--- src/rtl/sdram_burst_seq.sv ---
module sdram_burst_seq #(
  parameter int COL_W = 10
) (
  input  logic             clk,
  input  logic             rst_n,
  input  logic             cmd_valid,
  input  logic             cmd_write,
  input  logic [COL_W-1:0] start_col,
  input  logic [2:0]       burst_len,
  input  logic             interleave,
  input  logic             cas3,
  input  logic             burst_stop,
  input  logic             dqm,
  output logic [COL_W-1:0] col_out,
  output logic             col_valid,
  output logic             wr_capture,
  output logic             wr_mask,
  output logic             rd_valid,
  output logic             rd_oe
);
  localparam int RD_PIPE = 3;

  logic             active, is_wr, full, il;
  logic [COL_W-1:0] base, cnt, span;
  logic [COL_W-1:0] new_span;
  logic             new_full;
  logic [RD_PIPE:1] rd_pipe, dqm_pipe;

  always_comb begin
    new_full = 1'b0;
    case (burst_len)
      3'd1:    new_span = COL_W'(1);
      3'd2:    new_span = COL_W'(3);
      3'd3:    new_span = COL_W'(7);
      3'd7:    begin new_span = '1; new_full = 1'b1; end
      default: new_span = '0;
    endcase
  end

  always_ff @(posedge clk) begin
    if (!rst_n) begin
      active <= 1'b0; is_wr <= 1'b0; full <= 1'b0; il <= 1'b0;
      base <= '0; cnt <= '0; span <= '0;
    end else if (cmd_valid) begin
      active <= 1'b1;
      is_wr  <= cmd_write;
      full   <= new_full;
      il     <= interleave & ~new_full;
      base   <= start_col;
      span   <= new_span;
      cnt    <= '0;
    end else if (burst_stop) begin
      active <= 1'b0;
    end else if (active) begin
      if (!full && cnt == span) active <= 1'b0;
      else cnt <= cnt + 1'b1;
    end
  end

  always_ff @(posedge clk) begin
    if (!rst_n) begin
      rd_pipe  <= '0;
      dqm_pipe <= '0;
    end else begin
      rd_pipe  <= {rd_pipe[RD_PIPE-1:1], active & ~is_wr};
      dqm_pipe <= {dqm_pipe[RD_PIPE-1:1], dqm};
    end
  end

  assign col_out    = (base & ~span) | ((il ? (base ^ cnt) : (base + cnt)) & span);
  assign col_valid  = active;
  assign wr_capture = active & is_wr;
  assign wr_mask    = active & is_wr & dqm_pipe[1];
  assign rd_valid   = cas3 ? rd_pipe[3] : rd_pipe[2];
  assign rd_oe      = rd_valid & ~dqm_pipe[3];


  restart_chk: assert property (@(posedge clk) disable iff (!rst_n)
    cmd_valid |=> (col_valid && col_out == $past(start_col)));


  stop_chk: assert property (@(posedge clk) disable iff (!rst_n)
    (burst_stop && !cmd_valid) |=> (!col_valid && !wr_capture));


  block_chk: assert property (@(posedge clk) disable iff (!rst_n)
    (col_valid && !cmd_valid && !burst_stop && !full) |=>
      (!col_valid || ((col_out & ~span) == ($past(col_out) & ~span))));


  fullpage_chk: assert property (@(posedge clk) disable iff (!rst_n)
    (col_valid && full && !burst_stop && !cmd_valid) |=> col_valid);


  cl2_chk: assert property (@(posedge clk) disable iff (!rst_n)
    (col_valid && !wr_capture && !cas3) |-> ##2 rd_valid);


  cl3_chk: assert property (@(posedge clk) disable iff (!rst_n)
    (col_valid && !wr_capture && cas3) |-> ##3 rd_valid);
endmodule

--- config.mk ---
export PLATFORM = sky130hd
export DESIGN_NAME = sdram_burst_seq
export DESIGN_NICKNAME = d
export VERILOG_FILES = /design/src/rtl/sdram_burst_seq.sv
export SDC_FILE = /design/constraint.sdc
export NUM_CORES = 1
export LEC_CHECK = 0
export ABC_AREA = 0
export BUFFER_PORTS_ARGS = -buffer_cell sky130_fd_sc_hd__buf_2
export CAP_MARGIN = 10
export CORE_ASPECT_RATIO = 1.25
export CORE_MARGIN = 2
export CORE_UTILIZATION = 47
export DETAILED_ROUTE_END_ITERATION = 10
export PLACE_DENSITY = 0.74
export SYNTH_ARGS = -nofsm -noshare
export SYNTH_HDL_FRONTEND = slang
export SYNTH_SLANG_ARGS = --single-unit
--- constraint.sdc ---
create_clock -name clk -period 3.1 [get_ports clk]
set_input_delay 0.775 -clock clk [delete_from_list [all_inputs] [get_ports clk]]
set_output_delay 0.775 -clock clk [all_outputs]
set_load 0.02 [all_outputs]
### Word level (Yosys, flattened, before mapping)

Cells that the tools add are included.

| word-level totals | value |
|---|---|
| latch bits | 0 |
| bits in read-only memories | 0 |
| word-level logic and storage cells | 44 |
| output and inout bits | 15 |
| bits in registers | 40 |
| bits in writable memories | 0 |
| memories | 0 |

| cells by class | value |
|---|---|
| order comparisons | 0 |
| bitwise operators | 16 |
| muxes and demuxes | 8 |
| divide/modulo/power cells | 0 |
| shifts and indexed selects | 0 |
| reductions and logical operators | 4 |
| add/subtract/negate cells | 2 |
| $mul | 0 |
| equal/unequal tests | 5 |

Operator list:

| cell | count |
|---|---|
| $pmux 10 s4 | 1 |
| $and 10x10->10 | 2 |
| $add 10x1->10 const B | 1 |
| $add 10x10->10 | 1 |
| $eq 10x10->1 | 1 |
| $mux 10 | 1 |
| $not 10->10 | 1 |
| $or 10x10->10 | 1 |
| $xor 10x10->10 | 1 |
| $eq 3x2->1 const B | 2 |
| $mux 1 | 6 |
| $not 1->1 | 6 |
| $and 1x1->1 | 5 |
| $eq 3x1->1 const B | 1 |
| $eq 3x3->1 const B | 1 |
| $reduce_and 3->1 | 1 |
| $reduce_or 2->1 | 1 |
| $logic_and 1x1->1 | 1 |
| $logic_not 1->1 | 1 |

### Logic depth before layout (Yosys ltp)

| depth | value |
|---|---|
| word-level depth | 6 |
| gate-level depth with buffers | 7 |

### Least setup slack after synthesis

No wires, ideal clock.

| timing path | value |
|---|---|
| kind | register to output |
| start point | reg cnt[0] |
| end point | out col_out[8] |
| arrival time | 2.208 ns |
| buffers on the path | 0 |
| required time | 2.325 ns |
| path slack | 0.117 ns |
| cell stages (with the launch flop) | 8 |
| cells stage by stage | dfxtp_1 ha_1 fa_1 a211oi_2 o21bai_2 a2111oi_2 o31ai_1 a31oi_1 |

| between the ends | value |
|---|---|
| cells in the longest elaborated chain, start to end | 4 |

RTL lines:

| element | line | source |
|---|---|---|
| from (decl) | 24 | `logic [COL_W-1:0] base, cnt, span;` |
| from (signal assigned) | 56 | `else cnt <= cnt + 1'b1;` |
| $add 10x10->10 | 70 | `assign col_out = (base & ~span) \| ((il ? (base ^ cnt) : (base + cnt)) & span);` |
| $mux 10 | 70 |  |
| $and 10x10->10 | 70 |  |
| $or 10x10->10 | 70 |  |
| to (decl) | 14 | `output logic [COL_W-1:0] col_out,` |

Every way passes these cells.

### Final worst setup path

| timing path | value |
|---|---|
| start point | reg base[0] |
| end point | out col_out[8] |

| between the ends | value |
|---|---|
| cells in the longest elaborated chain, start to end | 4 |

RTL lines:

| element | line | source |
|---|---|---|
| from (decl) | 24 |  |
| from (signal assigned) | 49 | `base <= start_col;` |
| $add 10x10->10 | 70 |  |
| $mux 10 | 70 |  |
| $and 10x10->10 | 70 |  |
| $or 10x10->10 | 70 |  |

Every way passes these cells.

==> flow_summary.yaml <==
worst_hold_path:
  hold_depth: 1
  hold_class: "flip-flop to flip-flop"
  holdPathEnd: "rd_pipe[2]"
  min-delay-start: "rd_pipe[1]"
worst_setup_path:
  required_ps: 2320
  critPathMaxStageDelay_ps: 390
  crit_arrival_ps: 2270
  rrSetupSlack_ps: 1530
  cp_max_fo: 3
  critPathTopFamily: "compound AO/OA/AOI/OAI gates"
  r2r-end: "cnt[1]"
  reg2reg_depth: 6
  crit_path_start_kind: "flip-flop"
  r2r-start: "cnt[1]"
  path_cells: "ha_4, fa_2, a211oi_2, o21bai_2, a2111oi_4, o31ai_1, a31oi_1, buf_4"
  end_kind: "output port"
  crit_buf_inv: 1
  slowest_stage: "fa_2"
  critical_path_class: "flip-flop to output port"
grt:
  grt_max_degree: 25
  grt_pass1_vias: 1567
  antenna_found_initial: 0
  grt-ovfl-total: 0
  grt_pass1_wl_mm: 6.95
  track_usage_pct: 20.6
die:
  die_h_um: 75.6
  initial_core_util_pct: 48.1
  ios: 36
  die_x_um: 61.3
  row_count: 26
  coreArea_um2: 4000
  die-area_um2: 4630
placed_design:
  portBuffers: 35
  hpwlAfterDp_mm: 3.13
  gp_congestion: 0.873
  place_area_um2: 2150
route:
  vias: 1692
  ant_nets: 0
  via_per_inst: 5.32
  wl_mm: 4.25
  routedWlPerCell_um: 13.4
  drc: 0
  dr.pass1.iters: 4
  drt_iter0_drc: 78
clock_tree:
  cts_buffer_depth: 2
  cts_buffers: 5
  htreeDepth: 2
  cts_root_buffer: "clkbuf_8"
  cts_tree: "built"
  clkSinkCount: 33
  clkTransAtPathRegs_ps: 80
  clock_latency_ps: 290
timing:
  fmax_mhz: 329
  drv_slew: 0
  relSlewSlack_pct: 64.0
  setup_viol: 0
  fin_skew_ps: 11.8
  worst_pin_slew_ps: 540
  finalCriticalPeriod_ps: 3040
  rsz0062_at_grt: "true"
  hold_viol: 0
  min_period_over_period_pct: 98.2
  timing.setup.tns_ps: 0
status:
  status: "finished clean"
layout:
  final_cell_mix: "33 x buf_2, 29 x dfxtp_1, 19 x nor2_1"
  finalInstanceArea_um2: 2350
  syn_to_final_growth_pct: 22.1
  final_common_cell: "buf_2"
  final_layout_size_suffix_gt1_share_pct: 25.2
  fillCellCount: 368
  regArea_um2: 666
  nets: 293
  diodes: 0
  multiInputGateArea_um2: 1240
logic_synthesis:
  synth_cell_types: 43
  syn_area_um2: 1930
  synth_cells: 218
  synth_nets: 250
  synth_ff_type: "dfxtp_1"
  yosys_warnings: 0
  synth_edf_count: 0
  async_flop_share_pct: 0
  ys_seq_area_share_pct: 34.3
  synth-seq-cells: 33
  synth_area_per_cell_um2: 8.83
flow_run:
  maxCapViolations: 0
pwr:
  power.leakage_nw: 1.06
  irDropWorstVdd_uv: 334
  power_density_nw_per_um2: 427
synth_stat cells (all sizes together) (3+ instances only):
cell	instances	area share, %
dfxtp	33	34
nor2	19	3.7
nor2b	16	5.2
a21oi	15	3.9
mux2i	15	7.8
nand2	13	2.5
ha	10	6.5
o21ai	10	2.8
nand3	9	2.3
and2	7	2.3
or3	6	1.9
xnor2	6	2.7
inv	5	0.97
o211ai	5	1.9
a21o	4	1.6
a31oi	4	1.3
or4	4	1.6
xor2	4	1.8
a21boi	3	1.2
buf	3	1.0
clkbuf	3	1.1
where the power goes:
part	switching (mW)	leakage, nW	internal (mW)
Combinational	0.0700	0.727	0.0566
Clock	0.160	0.0585	0.262
Sequential	0.0146	0.272	0.440
Total	0.244	1.06	0.758
timing repair:
| action | in CTS | in global routing |
|---|---|---|
| endpoints found under the setup margin | 1 | 4 |
| pin swaps | 6 | 1 |
| buffers inserted | 2 | 1 |
| gates resized for setup | 2 | 14 |
| hold buffers | 0 | 0 |
| hold endpoints to repair | 0 | 0 |
state kept, by name, summed over array words and instances (netlist names):
signal	flops
dqm_pipe	3
col_valid	1
base	10
il	1
rd_pipe	3
is_wr	1
full	1
cnt	10
span	3
per-stage QoR:
| step | utilization (%) | power (mW) | std cells | setup WS, ps | hold WS [ps] |
|---|---|---|---|---|---|
| global route | 58.8 | 1.05 | 318 | -87.8 | 468 |
| CTS | 57.3 | 1.01 | 317 | 7.56 | 443 |
| finish | 58.8 | 1.00 | 318 | 56.2 | 442 |
| global placement | 53.8 | 0.585 | 307 | 173 | 417 |
| detailed placement | 53.8 | 0.588 | 307 | 157 | 420 |
| floorplan | - | 0.546 | 218 | 117 | 412 |
worst max-delay path by stage:
stage            start    endpoint  slack (ps)  cells after the start
2_1_floorplan   cnt[0]  col_out[8]         120                      7
3_3_place_gp   base[0]  col_out[8]         170                      8
3_5_place_dp   base[0]  col_out[8]         160                      8
4_1_cts         cnt[0]  col_out[8]           8                      8
5_1_grt        base[0]  col_out[8]         -90                      8
6_report       base[0]  col_out[8]          60                      8
layout make-up:
cell class	count	share of cell area [%]
multi-input cells	173	52.7
clock buffers	7	3.67
clock inverters	1	1.28
flip-flops and latches	33	28.3
well taps	56	2.98
inverters	5	0.798
repair buffers	43	10.2
metal layers:
layer / routed length (um) / global-route usage [%] / vias to the layer above
met3: 162 / 5.09 / 11
met1: 1840 / 23.5 / 778
li1: - / - / 864
met2: 2090 / 35.3 / 39
met4: 154 / 10.4 / 0
met5: 0 / 0 / -
cells by family (layout without fill, tap and decap cells):
kind of cell	count (synthesis)	in the layout	synth area share, %
XOR/XNOR	10	10	4.55
AO/OA/AOI/OAI	51	51	17.7
multiplexers	17	17	8.97
adder cells (fa/ha/maj)	11	11	7.54
AND/OR/NAND/NOR	84	84	23.2
buffers and inverters	12	56	3.77
flip-flops	33	33	34.3
Note: power is estimated with default switching activity, not from simulation.
